## src/rtl/serial_tx_pkg.sv

```systemverilog
package serial_tx_pkg;

    typedef enum logic [1:0] {
        IDLE_HIZ  = 2'b00,
        IDLE_LOW  = 2'b01,
        IDLE_HIGH = 2'b10,
        IDLE_LOOP = 2'b11
    } idle_mode_e;

    // packed so that it maps onto status bits 4..0
    typedef struct packed {
        logic       turn;
        idle_mode_e mode;
        logic       brk;
        logic       ena;
    } tx_ctrl_t;

    localparam int STAT_W = 8;

    function automatic tx_ctrl_t ctrl_from_word(input logic [STAT_W-1:0] w);
        tx_ctrl_t c;
        c.ena  = w[0];
        c.brk  = w[1];
        c.mode = idle_mode_e'(w[3:2]);
        c.turn = w[4];
        return c;
    endfunction

endpackage

```

## src/rtl/serial_tx_ctrl.sv

```systemverilog
module serial_tx_ctrl
    import serial_tx_pkg::*;
(
    input  logic              clk,
    input  logic              rst,
    input  logic              bit_en,
    input  logic              st_wr,
    input  logic [STAT_W-1:0] st_wdata,
    output tx_ctrl_t          ctrl,
    output logic              ena_rise
);
    tx_ctrl_t ctrl_q;
    tx_ctrl_t wr_c;
    logic     settled_q;

    always_comb begin
        wr_c     = ctrl_from_word(st_wdata);
        ena_rise = st_wr && wr_c.ena && !ctrl_q.ena;
    end

    always_ff @(posedge clk) begin
        if (rst) begin
            ctrl_q    <= '0;
            settled_q <= 1'b0;
        end else begin
            if (st_wr) begin
                ctrl_q.ena  <= wr_c.ena;
                ctrl_q.mode <= wr_c.mode;
                ctrl_q.turn <= wr_c.turn;
                if (!wr_c.ena)
                    ctrl_q.brk <= 1'b0;
                else if (ctrl_q.ena && settled_q)
                    ctrl_q.brk <= wr_c.brk;
            end
            if (!ctrl_q.ena || (st_wr && !wr_c.ena))
                settled_q <= 1'b0;
            else if (bit_en)
                settled_q <= 1'b1;
        end
    end

    assign ctrl = ctrl_q;

    assert_brk_guard_R10: assert property (@(posedge clk) disable iff (rst)
        (st_wr && st_wdata[1] && !settled_q && !ctrl_q.brk) |=> !ctrl_q.brk);

endmodule

```

## src/rtl/serial_tx_shifter.sv

```systemverilog
module serial_tx_shifter #(
    parameter int DATA_W = 8
) (
    input  logic              clk,
    input  logic              rst,
    input  logic              bit_en,
    input  logic              ena,
    input  logic              brk,
    input  logic              dat_wr,
    input  logic [DATA_W-1:0] dat_in,
    output logic              buf_full,
    output logic              line_q,
    output logic              busy,
    output logic              ur_event,
    output logic              stop_event
);
    localparam int CNT_W = $clog2(DATA_W + 2);

    logic [DATA_W-1:0] hold_q;
    logic [DATA_W:0]   sh_q;
    logic [CNT_W-1:0]  cnt_q;
    logic              full_q, active_q, brk_on_q, armed_q, ln_q;
    logic              slot_tick, brk_start, brk_end, do_load;

    always_comb begin
        slot_tick  = bit_en && (cnt_q == '0);
        brk_start  = slot_tick && ena && brk && !brk_on_q;
        brk_end    = slot_tick && brk_on_q && !(ena && brk);
        do_load    = slot_tick && ena && !brk && !brk_on_q && full_q;
        ur_event   = slot_tick && armed_q && ena && !brk && !full_q
                     && (active_q || brk_on_q);
        stop_event = slot_tick && !ena;
    end

    always_ff @(posedge clk) begin
        if (rst) begin
            hold_q   <= '0;
            sh_q     <= '0;
            cnt_q    <= '0;
            full_q   <= 1'b0;
            active_q <= 1'b0;
            brk_on_q <= 1'b0;
            armed_q  <= 1'b0;
            ln_q     <= 1'b1;
        end else begin
            if (ur_event)
                armed_q <= 1'b0;
            if (dat_wr) begin
                hold_q  <= dat_in;
                full_q  <= 1'b1;
                armed_q <= 1'b1;
            end else if (do_load) begin
                full_q <= 1'b0;
            end
            if (bit_en) begin
                if (cnt_q != '0) begin
                    ln_q  <= sh_q[0];
                    sh_q  <= {1'b0, sh_q[DATA_W:1]};
                    cnt_q <= cnt_q - 1'b1;
                end else begin
                    active_q <= do_load;
                    if (brk_start) begin
                        brk_on_q <= 1'b1;
                        ln_q     <= 1'b0;
                    end else if (brk_end) begin
                        brk_on_q <= 1'b0;
                        ln_q     <= 1'b1;
                    end else if (do_load) begin
                        ln_q  <= 1'b0;
                        sh_q  <= {1'b1, hold_q};
                        cnt_q <= CNT_W'(DATA_W + 1);
                    end else if (!brk_on_q) begin
                        ln_q <= 1'b1;
                    end
                end
            end
        end
    end

    assign buf_full = full_q;
    assign line_q   = ln_q;
    assign busy     = active_q || (cnt_q != '0);

    assert_line_hold_R3: assert property (@(posedge clk) disable iff (rst)
        !bit_en |=> $stable(ln_q));

    assert_buf_hold_R8: assert property (@(posedge clk) disable iff (rst)
        (brk_on_q && full_q) |=> full_q);

    assert_load_fill_R4: assert property (@(posedge clk) disable iff (rst)
        dat_wr |=> full_q);

endmodule

```

## src/rtl/serial_tx_flags.sv

```systemverilog
module serial_tx_flags (
    input  logic clk,
    input  logic rst,
    input  logic bit_en,
    input  logic ena,
    input  logic ena_rise,
    input  logic st_rd,
    input  logic ur_event,
    input  logic stop_event,
    output logic ur_flag,
    output logic end_flag
);
    logic ur_q, ripe_q, end_q;

    always_ff @(posedge clk) begin
        if (rst) begin
            ur_q   <= 1'b0;
            ripe_q <= 1'b0;
            end_q  <= 1'b0;
        end else begin
            if (!ena) begin
                ur_q   <= 1'b0;
                ripe_q <= 1'b0;
            end else if (ur_event) begin
                ur_q   <= 1'b1;
                ripe_q <= 1'b0;
            end else if (st_rd && ripe_q) begin
                ur_q   <= 1'b0;
                ripe_q <= 1'b0;
            end else if (bit_en && ur_q) begin
                ripe_q <= 1'b1;
            end
            if (ena_rise)
                end_q <= 1'b0;
            else if (stop_event)
                end_q <= 1'b1;
        end
    end

    assign ur_flag  = ur_q;
    assign end_flag = end_q;

    assert_ur_early_R6: assert property (@(posedge clk) disable iff (rst)
        (ur_q && st_rd && !ripe_q && ena) |=> ur_q);

    assert_end_off_R11: assert property (@(posedge clk) disable iff (rst)
        end_q |-> !ena);

endmodule

```

## src/rtl/serial_tx_lineout.sv

```systemverilog
module serial_tx_lineout
    import serial_tx_pkg::*;
(
    input  logic       ena,
    input  logic       busy,
    input  logic       line_q,
    input  idle_mode_e mode,
    output logic       line_out,
    output logic       line_oe,
    output logic       loop_sel
);
    always_comb begin
        loop_sel = (mode == IDLE_LOOP);
        if (ena || busy) begin
            line_out = line_q;
            line_oe  = 1'b1;
        end else begin
            unique case (mode)
                IDLE_HIZ:  begin line_out = 1'b1; line_oe = 1'b0; end
                IDLE_LOW:  begin line_out = 1'b0; line_oe = 1'b1; end
                IDLE_HIGH: begin line_out = 1'b1; line_oe = 1'b1; end
                default:   begin line_out = 1'b1; line_oe = 1'b1; end
            endcase
        end
    end
endmodule

```

## src/rtl/serial_tx_stat.sv

```systemverilog
module serial_tx_stat
    import serial_tx_pkg::*;
#(
    parameter int DATA_W = 8
) (
    input  logic              clk,
    input  logic              rst,
    input  logic              bit_en,
    input  logic              dat_wr,
    input  logic [DATA_W-1:0] dat_in,
    input  logic              st_wr,
    input  logic [STAT_W-1:0] st_wdata,
    input  logic              st_rd,
    output logic [STAT_W-1:0] st_rdata,
    output logic              line_out,
    output logic              line_oe,
    output logic              rx_en_req,
    output logic              loop_sel
);
    tx_ctrl_t ctrl;
    logic     ena_rise, buf_full, line_q, busy, ur_event, stop_event;
    logic     ur_flag, end_flag, be_flag;

    serial_tx_ctrl u_ctrl (
        .clk(clk), .rst(rst), .bit_en(bit_en),
        .st_wr(st_wr), .st_wdata(st_wdata),
        .ctrl(ctrl), .ena_rise(ena_rise)
    );

    serial_tx_shifter #(.DATA_W(DATA_W)) u_shift (
        .clk(clk), .rst(rst), .bit_en(bit_en),
        .ena(ctrl.ena), .brk(ctrl.brk),
        .dat_wr(dat_wr), .dat_in(dat_in),
        .buf_full(buf_full), .line_q(line_q), .busy(busy),
        .ur_event(ur_event), .stop_event(stop_event)
    );

    serial_tx_flags u_flags (
        .clk(clk), .rst(rst), .bit_en(bit_en),
        .ena(ctrl.ena), .ena_rise(ena_rise), .st_rd(st_rd),
        .ur_event(ur_event), .stop_event(stop_event),
        .ur_flag(ur_flag), .end_flag(end_flag)
    );

    serial_tx_lineout u_line (
        .ena(ctrl.ena), .busy(busy), .line_q(line_q), .mode(ctrl.mode),
        .line_out(line_out), .line_oe(line_oe), .loop_sel(loop_sel)
    );

    assign be_flag   = !buf_full && !ctrl.brk;
    assign st_rdata  = {be_flag, ur_flag, end_flag, ctrl};
    assign rx_en_req = end_flag && ctrl.turn;

endmodule

```

## config.mk

```make
export PLATFORM = sky130hd
export DESIGN_NAME = serial_tx_stat
export DESIGN_NICKNAME = d
export VERILOG_FILES = /design/src/rtl/serial_tx_pkg.sv /design/src/rtl/serial_tx_ctrl.sv /design/src/rtl/serial_tx_shifter.sv /design/src/rtl/serial_tx_flags.sv /design/src/rtl/serial_tx_lineout.sv /design/src/rtl/serial_tx_stat.sv
export SDC_FILE = /design/constraint.sdc
export NUM_CORES = 1
export LEC_CHECK = 0
export ABC_AREA = 1
export BUFFER_PORTS_ARGS = -buffer_cell sky130_fd_sc_hd__clkbuf_2
export CAP_MARGIN = 20
export CORE_ASPECT_RATIO = 1.25
export CORE_MARGIN = 1
export CORE_UTILIZATION = 53
export DETAILED_ROUTE_END_ITERATION = 7
export GPL_TIMING_DRIVEN = 0
export PLACE_DENSITY = 0.78
export SYNTH_ARGS = -nofsm -noshare
export SYNTH_HDL_FRONTEND = slang
export SYNTH_SLANG_ARGS = --single-unit
```

## constraint.sdc

```tcl
create_clock -name clk -period 1.75 [get_ports clk]
set_input_delay 0.0875 -clock clk [delete_from_list [all_inputs] [get_ports clk]]
set_output_delay 0.0875 -clock clk [all_outputs]
set_load 0.02 [all_outputs]
```

# Word level (Yosys, flattened, before mapping)
# Index checks and enable logic that the tools add are counted.
classes:
  n_addsub: 1
  reduce_logical: 51
  bitwise_logic: 2
  mux: 27
  eq_ne: 6
op_table:
  columns: ["cell", "n"]
  rows:
  - ["9-bit 2-to-1 mux", 4]
  - ["1-bit logical AND", 24]
  - ["1-bit 2-to-1 mux", 19]
  - ["4-bit 2-to-1 mux", 4]
  - ["2-bit nonzero test", 5]
  - ["1-bit zero test", 6]
  - ["2-bit AND reduction", 3]
  - ["2-bit OR reduction", 3]
  - ["5-bit inequality test, second input constant", 1]
  - ["4-bit zero test", 1]
  - ["1-bit logical OR", 4]
  - ["2-bit inequality test, second input constant", 2]
  - ["4-bit AND reduction", 1]
  - ["4-bit nonzero test", 1]
  - ["4-bit OR reduction", 1]
  - ["4-bit by 1-bit subtractor with 4-bit output, second input constant", 1]
  - ["3-bit AND reduction", 1]
  - ["2-bit by 1-bit == test with 1-bit output, second input constant", 1]
  - ["2-bit == test, second input constant", 1]
  - ["2-bit zero test", 1]
  - ["2-bit by 1-bit inequality test with 1-bit output, second input constant", 1]
  - ["1-bit inverter", 2]
totals:
  out_inout_bits: 12
  ff_bits: 35
  input_bits: 22
  wordCells: 103

# Depth between registers and ports, before layout
# Gate-level depths: netlist of the first run.
logic_depth:
  ltp_word: 10
  depth_mapped: 9
  depth_no_buf: 9

# Modules after synthesis
# A second synthesis of the first run with hierarchy kept.
hier_totals:
  cells_unflattened: 251
  area_unflattened_um2: 1716.6
modules_own_cells:
  columns: ["mod", "cells_per_inst", "instances", "area_each_um2"]
  rows:
  - ["serial_tx_shifter", 185, 1, 1290.0]
  - ["serial_tx_ctrl", 35, 1, 239.0]
  - ["serial_tx_flags", 15, 1, 112.6]
  - ["serial_tx_lineout", 10, 1, 41.3]
  - ["serial_tx_stat", 6, 1, 33.8]

# Worst setup path after synthesis of the first run
# Ideal clock, no wire load.
synth_timing:
  kind: "register -> output"
  from: "register u_shift.cnt_q[0]"
  to: "output port line_out"
  arrival_time_ps: 1310
  path_slack_ps: 352
  path_stages_with_launch: 7
  path_cell_list: "dfxtp_1 > nor2_4 > nand2_4 > buf_2 > nor3_1 > o21ai_0 > o21ai_0"
synth_between:
  elab_chain_len: 4
synth_lines:
  columns: ["element", "line", "source"]
  rows:
  - ["from (decl)", "serial_tx_shifter.sv:21", "logic [CNT_W-1:0] cnt_q;"]
  - ["from (signal assigned)", "serial_tx_shifter.sv:59", "cnt_q <= cnt_q - 1'b1;"]
  - ["from (signal assigned)", "serial_tx_shifter.sv:71", "cnt_q <= CNT_W'(DATA_W + 1);"]
  - ["4-bit nonzero test", "serial_tx_shifter.sv:82", "assign busy = active_q || (cnt_q != '0);"]
  - ["1-bit logical OR", "serial_tx_shifter.sv:82", null]
  - ["1-bit logical OR", "serial_tx_lineout.sv:14", "if (ena || busy) begin"]
  - ["1-bit 2-to-1 mux", "serial_tx_lineout.sv:14", null]
  - ["to (decl)", "serial_tx_stat.sv:15", "output logic line_out,"]
# No other way between the ends.

# Worst setup path in the final report of the first run
# Ends and elaborated chain as after synthesis.

==> out/qor.yml, run 1 <==
status: "finished, final reports clean"
critical_path_required_ns: 1.66
numCtsBuffers: 5
wl_per_cell_um: 11.4
antenna_found_initial: 0
portBuffers: 30
cp.arrival_ns: 1.51
drtPass1Iterations: 4
r2r-end: "u_shift.sh_q[2]"
skew_ns: 0.00366
synthCells: 224
hold_class: "input pin to register"
ff2ff_path_depth: 8
place_area_um2: 1820
core_area_um2: 2920
clkTransAtPathRegs_ns: 0.09
relSlewSlack: 0.684
antenna_left: 0
setup_viol: 0
num_antenna_cells: 0
rows: 22
min_period_ns: 1.60
vdd_drop_max_uv: 685
dp_hpwl_mm: 2.45
clockBufferDepth: 2
maxCapViolCount: 0
htree_levels: 2
synth_fp_nets: 246
vias: 1524
clock-sinks: 35
crit_fanout: 17
die_area_um2: 3290
yosysUniqueCellTypes: 25
worst_hold_path.num_cells: 2
io_pins: 34
die_w_um: 51.5
clkLatencyLatePin_ns: 0.33
grt_pass1_wl_mm: 6.05
end_kind: "primary output"
report.final.slew_viol_count: 0
power_density_nw_per_um2: 761
multi_input_area_um2: 763
design_area_um2: 1960
hp-start: "st_wr"
drive_gt1_frac: 0.206
total_power_mw: 1.49
hold_viol: 0
gp_congestion: 0.788
syn_avg_cell_area_um2: 7.24
syn2layout_area_growth_pct: 20.9
final_nets: 290
ys_seq_elements: 35
post-place-ws_ns: 0.139
r2r-start: "u_ctrl.ctrl[0]"
period_share: 0.914
grt_util_all_layers: 0.245
fin_ws_ns: 0.151
finalWirelength_mm: 3.45
rrSetupSlack_ns: 0.24
die_h_um: 63.8
yosysWarnings: 0
fill_cells: 293
grt_pass1_vias: 1434
max_freq_mhz: 625
start_kind: "register"
seq_area_frac_synth: 0.432
worstSetupPathType: "register to primary output"
seqCellArea_um2: 701
p_leak_nw: 0.892
grt_max_degree: 18
drc: 0
syn_area_um2: 1620
hold_end: "u_ctrl.ctrl[0]"
initialDrtViolationCount: 21
start_util: 0.556
worstMarginPinSlew_ns: 0.473
root_buffer: "clkbuf_4"
via_per_inst: 5.03
gr-total-overflow: 0
cts_tree: "done"
layout make-up:
cell class              count  area share
plain buffers              10      0.0345
repair buffers             38       0.117
multi-input cells         148       0.389
flip-flops and latches     35       0.357
well taps                  36      0.0230
inverters                  30      0.0574
clock buffers               6      0.0211
kinds of logic (layout without fill, tap and decap cells):
logic type,Yosys count,count (layout),share of synthesized area
simple gates,97,97,0.272
compound gates,50,50,0.176
buf+inv,41,84,0.114
xor+xnor,1,1,0.00540
flops,35,35,0.432
per-layer routing:
layer | up-vias | routed length (um) | GRT usage | share of wire
li1 | 797 | - | - | -
met1 | 696 | 1560 | 0.281 | 0.45
met2 | 24 | 1720 | 0.417 | 0.50
met3 | 7 | 108 | 0.0643 | 0.031
met4 | 0 | 63 | 0.105 | 0.018
met5 | - | 0 | 0 | 0
worst max path at each step:
stage / start / end / slack [ns] / cells after the start
4_1_cts: u_shift.cnt_q[0] / line_out / 0.02 / 6
3_5_place_dp: u_shift.cnt_q[3] / line_out / 0.14 / 7
5_1_grt: u_shift.cnt_q[0] / line_out / -0.007 / 6
6_report: u_shift.cnt_q[0] / line_out / 0.15 / 6
3_3_place_gp: u_shift.cnt_q[0] / line_out / 0.15 / 7
2_1_floorplan: u_shift.cnt_q[0] / line_out / 0.35 / 6
flip-flops by register name, indices dropped and copies added, names as in the netlist:
signal	flops
u_shift.hold_q	8
u_shift.buf_full	1
u_shift.brk_on_q	1
u_shift.sh_q	9
u_shift.line_q	1
u_shift.armed_q	1
u_shift.active_q	1
u_ctrl.ctrl	5
u_flags.end_flag	1
u_flags.ur_flag	1
u_ctrl.settled_q	1
u_shift.cnt_q	4
u_flags.ripe_q	1
worst max-delay path: stages (launching register included):
cell	delay [ns]
dfxtp_1	0.36
nor2_4	0.18
nand2_8	0.13
nor3_4	0.16
o21ai_0	0.11
o21ai_0	0.08
buf_4	0.16
per-stage QoR:
| stage | hold slack, ns | TNS (ns) | utilization | std cells |
|---|---|---|---|---|
| finish | 0.0233 | 0 | 0.672 | 303 |
| global route | 0.0339 | -0.00655 | 0.672 | 303 |
| CTS | 0.00432 | 0 | 0.663 | 302 |
| detailed placement | 0.323 | 0 | 0.623 | 290 |
| global placement | 0.314 | 0 | 0.623 | 290 |
| floorplan | 0.166 | 0 | - | 224 |
synth_stat cells, drive strengths merged:
library cell	number	share of area
xor2	1	0.0054
o221a	1	0.0069
clkbuf	3	0.0069
nor2	43	0.12
a41oi	1	0.017
dfxtp	35	0.43
a211oi	1	0.0046
o22ai	1	0.0039
o31ai	1	0.0046
nand4	2	0.017
nand3b	1	0.0046
o21ai	26	0.080
nor3	2	0.0062
buf	8	0.038
a21oi	19	0.059
inv	30	0.069
nand2	45	0.11
nand3	4	0.012
power by group:
group	leakage, nW	internal [mW]	switching (mW)
Sequential	0.287	0.833	0.0256
Combinational	0.581	0.101	0.145
Clock	0.0242	0.143	0.246
Total	0.892	1.08	0.417
cell usage in the layout, fill, tap and decap left out:
master	netlist	routed
nand2_1	44	44
nor2_1	39	38
dfxtp_1	35	35
clkbuf_2	0	29
inv_1	28	28
o21ai_0	26	26
a21oi_1	19	19
buf_4	6	8
dlygate4sd3_1	0	7
clkbuf_4	0	5
nor2_4	3	4
clkbuf_1	3	4
nand3_1	4	4
inv_2	2	2
nand2_8	0	1
nor3_4	0	1
nor2_8	1	1
a41oi_4	1	1
buf_6	1	1
o31ai_1	1	1
nand4_4	1	1
nand3b_1	1	1
xor2_1	1	1
o22ai_1	1	1
nand4_1	1	1
nor3_1	2	1
a211oi_1	1	1
o221a_2	1	1
repair_timing:
| action | CTS | global route |
|---|---|---|
| hold buffers | 7 | 0 |
| pin swaps | 0 | 2 |
| buffers inserted | 0 | 1 |
| resized for setup | 3 | 4 |
| endpoints found under the setup margin | 2 | 1 |
| endpoints found under the hold margin | 7 | 0 |
Power figures use the tool's default switching activity.
==> run 2, diff against run 1 <==
--- a/config.mk
+++ b/config.mk
@@ -10,10 +10,10 @@
 export CAP_MARGIN = 20
 export CORE_ASPECT_RATIO = 1.25
 export CORE_MARGIN = 1
-export CORE_UTILIZATION = 53
+export CORE_UTILIZATION = 30
 export DETAILED_ROUTE_END_ITERATION = 7
 export GPL_TIMING_DRIVEN = 0
-export PLACE_DENSITY = 0.78
 export SYNTH_ARGS = -nofsm -noshare
 export SYNTH_HDL_FRONTEND = slang
 export SYNTH_SLANG_ARGS = --single-unit
+export TNS_END_PERCENT = 30
==> out/qor.yml, run 2 (synthesis gave the netlist of run 1 again) <==
status: "finished, final reports clean"  # unchanged
start_util: 0.315  # was 0.556
critical_path_required_ns: 1.66  # about the same
place_area_um2: 1850  # was 1820 um^2
die_h_um: 84.2  # was 63.8 um
total_power_mw: 1.64  # was 1.49 mW
die_area_um2: 5710  # was 3290 um^2
p_leak_nw: 0.873  # was 0.892 nW
hold_class: "input pin to register"  # unchanged
initialDrtViolationCount: 37  # was 21
dp_hpwl_mm: 2.57  # was 2.45 mm
fin_ws_ns: 0.107  # was 0.151 ns
cts_setup_buffers: 0  # unchanged
crit_fanout: 17  # unchanged
vias: 1459  # was 1524
cpMostUsedCell: "o21ai_0"  # unchanged
worstSetupPathType: "register to primary output"  # unchanged
max_freq_mhz: 609  # was 625 MHz
wl_per_cell_um: 10.5  # was 11.4 um
report.final.slew_viol_count: 0  # unchanged
hold_viol: 0  # unchanged
drtPass1Iterations: 4  # unchanged
maxCapViolCount: 0  # unchanged
antenna_found_initial: 0  # unchanged
antenna_left: 0  # unchanged
numCtsBuffers: 5  # unchanged
gr-total-overflow: 0  # unchanged
cp.arrival_ns: 1.56  # was 1.51 ns
final_cell_mix: "nand2_1, nor2_1, dfxtp_1"  # unchanged
fill_cells: 558  # was 293
htree_levels: 2  # unchanged
power_density_nw_per_um2: 839  # was 761 nW/um^2
rsz0062_at_grt: "no"
skew_ns: 0.00466  # was 0.00366 ns
relSlewSlack: 0.688  # was 0.684
post-place-ws_ns: 0.0691  # was 0.139 ns
via_per_inst: 4.52  # was 5.03
cpMaxStageDelayCell: "dfxtp_1"  # unchanged
io_pins: 34  # unchanged
drc: 0  # unchanged
grt_max_degree: 18  # unchanged
grt_util_all_layers: 0.132  # was 0.245
root_buffer: "clkbuf_8"  # was clkbuf_4
grt_pass1_wl_mm: 5.80  # was 6.05 mm
max_stage_delay_ns: 0.33  # was 0.36 ns
dp_cells: 316  # was 290
clockBufferDepth: 2  # unchanged
top_register: "u_shift.sh_q"  # unchanged
portBuffers: 30  # unchanged
period_share: 0.939  # was 0.914
fin_setup_tns_ns: 0  # unchanged
clkLatencyLatePin_ns: 0.28  # was 0.33 ns
worstMarginPinSlew_ns: 0.469  # was 0.473 ns
stdcell_count: 323  # was 303
setup_viol: 0  # unchanged
grt_pass1_vias: 1363  # was 1434
drive_gt1_frac: 0.211  # was 0.206
largest_reg_flops: 9  # unchanged
gp_congestion: 0.734  # was 0.788
min_period_ns: 1.64  # was 1.60 ns
start_kind: "register"  # unchanged
final_common_cell: "nand2_1"  # unchanged
cts_tree: "done"  # unchanged
rows: 29  # was 22
die_w_um: 67.8  # was 51.5 um
syn2layout_area_growth_pct: 20.1  # was 20.9%
crit_chain: "nor2_2 > nand2_8 > nor3_4 > o21ai_0 > o21ai_0 > clkbuf_2"  # was nor2_4 > nand2_8 > nor3_4 > o21ai_0 > o21ai_0 > buf_4
clock-sinks: 35  # unchanged
design_area_um2: 1950  # was 1960 um^2
final_nets: 282  # was 290
finalWirelength_mm: 3.38  # was 3.45 mm
vdd_drop_max_uv: 474  # was 685 uV
num_antenna_cells: 0  # unchanged
end_kind: "primary output"  # unchanged
clkTransAtPathRegs_ns: 0.07  # was 0.09 ns
core_area_um2: 5150  # was 2920 um^2
[run 2: final timing paths]
| check | from | to | slack [ns] | cells past startpoint |
|---|---|---|---|---|
| worst max register to register | u_ctrl.ctrl[0] | u_shift.sh_q[2] | 0.20 | 8 |
| worst max-delay path | u_shift.cnt_q[3] | line_out | 0.11 | 6 |
| worst min register to register | u_shift.hold_q[5] | u_shift.hold_q[5] | 0.45 | 2 |
| worst min-delay path | dat_in[1] | u_shift.hold_q[1] | 0.03 | 3 |
[run 2: per-layer routing]
metal  wire length, um  global-route usage  vias to the layer above
met5                 0                   0                        -
met4                57              0.0580                        0
met3                90              0.0245                        7
met2              1690               0.216                       18
met1              1540               0.163                      653
li1                  -                   -                      781
[run 2: cell type report]
class	count	area [um^2]	share of cell area
Multi-Input combinational cell	148	758	0.389
Sequential cell	35	701	0.360
Timing Repair Buffer	30	150	0.0771
Inverter	30	113	0.0578
Tap cell	62	77.6	0.0398
Clock buffer	7	76.3	0.0392
Buffer	10	67.6	0.0347
Clock inverter	1	5.00	0.00257
[run 2: where the power goes]
group	switching [mW]	internal, mW	total (mW)
sequential	0.0251	0.833	0.858
combinational	0.141	0.0871	0.228
clock	0.270	0.279	0.549
total	0.436	1.20	1.64
[run 2: per-stage QoR]
stage          hold WS (ns)  utilization
2_1_floorplan         0.166            -
3_3_place_gp          0.314        0.359
3_5_place_dp          0.317        0.359
4_1_cts              0.0233        0.376
5_1_grt              0.0313        0.378
6_report             0.0307        0.378
[run 2: critical path, delay by kind of cell, from the launching register on]
kind / cells / cell delay, ns
buffers and inverters: 1 / 0.19
DFF: 1 / 0.33
AOI/OAI and AO/OA: 2 / 0.19
and+or+nand+nor: 3 / 0.56
[run 2: repair_timing]
action / CTS / global route
gates resized for setup: 2 / 2
hold buffers: 0 / 0
setup endpoints to repair: 2 / 1
pin swaps: 0 / 1
gates cloned: 0 / 0
==> run 3, diff against run 2 <==
--- a/config.mk
+++ b/config.mk
@@ -12,8 +12,7 @@
 export CORE_MARGIN = 1
 export CORE_UTILIZATION = 30
 export DETAILED_ROUTE_END_ITERATION = 7
-export GPL_TIMING_DRIVEN = 0
+export SETUP_SLACK_MARGIN = 0.3
 export SYNTH_ARGS = -nofsm -noshare
 export SYNTH_HDL_FRONTEND = slang
 export SYNTH_SLANG_ARGS = --single-unit
-export TNS_END_PERCENT = 30
==> out/qor.yml, run 3 (synthesis gave the netlist of run 1 again) <==
max_stage_delay_ns: 0.34  # was 0.33 ns
cts_tree: "done"  # unchanged
setup_viol: 0  # unchanged
rows: 29  # unchanged
antenna_left: 0  # unchanged
core_area_um2: 5150  # unchanged
finalWirelength_mm: 3.54  # was 3.38 mm
max_freq_mhz: 696  # was 609 MHz
rrSetupSlack_ns: 0.31  # was 0.20 ns
vdd_drop_max_uv: 458  # was 474 uV
numCtsBuffers: 5  # unchanged
gr-total-overflow: 0  # unchanged
num_antenna_cells: 0  # unchanged
place_area_um2: 1780  # was 1850 um^2
design_area_um2: 2030  # was 1950 um^2
clkPwrFrac: 0.337  # was 0.336
rsz0062_at_grt: "yes"  # was no
cpMaxStageDelayCell: "dfxtp_2"  # was dfxtp_1
syn2layout_area_growth_pct: 25.5  # was 20.1%
final_cell_mix: "nand2_1, nor2_1, dfxtp_1"  # unchanged
ff2ff_path_depth: 9  # was 8
io_pins: 34  # unchanged
hold_viol: 0  # unchanged
vias: 1495  # was 1459
status: "finished, final reports clean"  # unchanged
clkLatencyLatePin_ns: 0.29  # was 0.28 ns
final_common_cell: "nand2_1"  # unchanged
p_leak_nw: 0.910  # was 0.873 nW
root_buffer: "clkbuf_8"  # unchanged
switching_share: 0.272  # was 0.267
clock-sinks: 35  # unchanged
die_h_um: 84.2  # unchanged
initialDrtViolationCount: 38  # was 37
report.final.slew_viol_count: 0  # unchanged
p_seq_frac: 0.515  # was 0.525
p_switching_mw: 0.455  # was 0.436 mW
cp.arrival_ns: 1.67  # was 1.56 ns
maxCapViolCount: 0  # unchanged
grt_pass1_vias: 1401  # was 1363
critical_path_required_ns: 1.98  # was 1.66 ns
drtPass1Iterations: 4  # unchanged
relSlewSlack: 0.638  # was 0.688
final_nets: 283  # was 282
top_register: "u_shift.sh_q"  # unchanged
worstMarginPinSlew_ns: 0.542  # was 0.469 ns
largest_reg_flops: 9  # unchanged
min_period_ns: 1.44  # was 1.64 ns
dp_hpwl_mm: 2.31  # was 2.57 mm
post-place-ws_ns: 0.260  # was 0.0691 ns
htree_levels: 2  # unchanged
die_area_um2: 5710  # unchanged
pwr-share-comb: 0.148  # was 0.139
crit_chain: "nor2_4 > nand2_8 > buf_6 > a41oi_4 > nor2_4 > buf_6 > nand2_1 > nand2_1 > nor2_1"  # was nor2_2 > nand2_8 > nor3_4 > o21ai_0 > o21ai_0 > clkbuf_2
grt_max_degree: 21  # was 18
die_w_um: 67.8  # unchanged
ctsHoldBuffers: 0  # unchanged
drive_gt1_frac: 0.263  # was 0.211
start_kind: "register"  # unchanged
worstSetupPathType: "register to register"  # was register to primary output
gp_congestion: 0.750  # was 0.734
timing.critical_path.to: "u_shift.sh_q[1]"  # was line_out
portBuffers: 30  # unchanged
timing.hold.ws_ns: 0.0197  # was 0.0307 ns
drc: 0  # unchanged
antenna_found_initial: 0  # unchanged
fin_ws_ns: 0.313  # was 0.107 ns
fill_cells: 547  # was 558
hold_class: "input pin to register"  # unchanged
via_per_inst: 4.61  # was 4.52
power_density_nw_per_um2: 820  # was 839 nW/um^2
start_util: 0.315  # unchanged
r2r-end: "u_shift.sh_q[1]"  # was u_shift.sh_q[2]
wl_per_cell_um: 10.9  # was 10.5 um
startpoint: "u_shift.cnt_q[1]"  # was u_shift.cnt_q[3]
fin_setup_tns_ns: 0  # unchanged
period_share: 0.821  # was 0.939
r2r-start: "u_shift.cnt_q[1]"  # was u_ctrl.ctrl[0]
p_int_mw: 1.21  # was 1.20 mW
clkTransAtPathRegs_ns: 0.07  # about the same
total_power_mw: 1.67  # was 1.64 mW
skew_ns: 0.00306  # was 0.00466 ns
clockBufferDepth: 2  # unchanged
end_kind: "register"  # was primary output
crit_fanout: 7  # was 17
grt_util_all_layers: 0.138  # was 0.132
grt_pass1_wl_mm: 6.07  # was 5.80 mm
==> run 3: routing by layer <==
metal | part of all wire | track usage | wire length [um]
met3 | 0.036 | 0.0353 | 127
met2 | 0.49 | 0.227 | 1720
met1 | 0.45 | 0.159 | 1600
met5 | 0 | 0 | 0
met4 | 0.026 | 0.0716 | 92
==> run 3: repair_timing <==
| item | 4_1_cts | 5_1_grt |
|---|---|---|
| setup endpoints to repair | 10 | 15 |
| resized for setup | 9 | 13 |
| pin swaps | 4 | 3 |
| buffers inserted | 6 | 3 |
| cloned | 0 | 1 |
==> run 3: power groups by stage <==
stage          registers (mW)  clock network, mW  logic [mW]
2_1_floorplan           0.876                  0       0.150
3_5_place_dp            0.875                  0       0.213
6_report                0.859              0.562       0.247
3_3_place_gp            0.875                  0       0.211
4_1_cts                 0.858              0.576       0.232
5_1_grt                 0.864              0.610       0.278
==> run 3: layout make-up <==
type                       count  area, um^2  area share
clock inverter                 1        5.00     0.00246
tap                           62        77.6      0.0381
timing repair buffer          41         273       0.134
sequential                    35         707       0.347
clock buffer                   7        76.3      0.0375
multi-input combinational    148         783       0.385
inverter                      30         113      0.0554
==> run 3: worst min path at each step <==
stage,slack [ns],start,to,cells after the start
after floorplan,0.17,rst,u_ctrl.ctrl[1],1
final,0.02,st_wdata[4],u_ctrl.ctrl[4],3
after global placement,0.32,st_wdata[4],u_ctrl.ctrl[4],3
after CTS,0.02,st_wdata[4],u_ctrl.ctrl[4],3
after global routing,0.04,dat_in[1],u_shift.hold_q[1],3
after detailed placement,0.32,st_wdata[4],u_ctrl.ctrl[4],3
==> run 3: stage by stage <==
stage	utilization	std cells
6_report	0.395	324
5_1_grt	0.395	324
4_1_cts	0.380	320
3_5_place_dp	0.346	306
3_3_place_gp	0.346	306
2_1_floorplan	-	224
==> run 3: critical path: cells and delay by family (launching register included) <==
kind,cells,cell delay (ns)
flip-flops,1,0.34
AO/OA/AOI/OAI,1,0.21
buffers and inverters,2,0.28
AND/OR/NAND/NOR,6,0.54
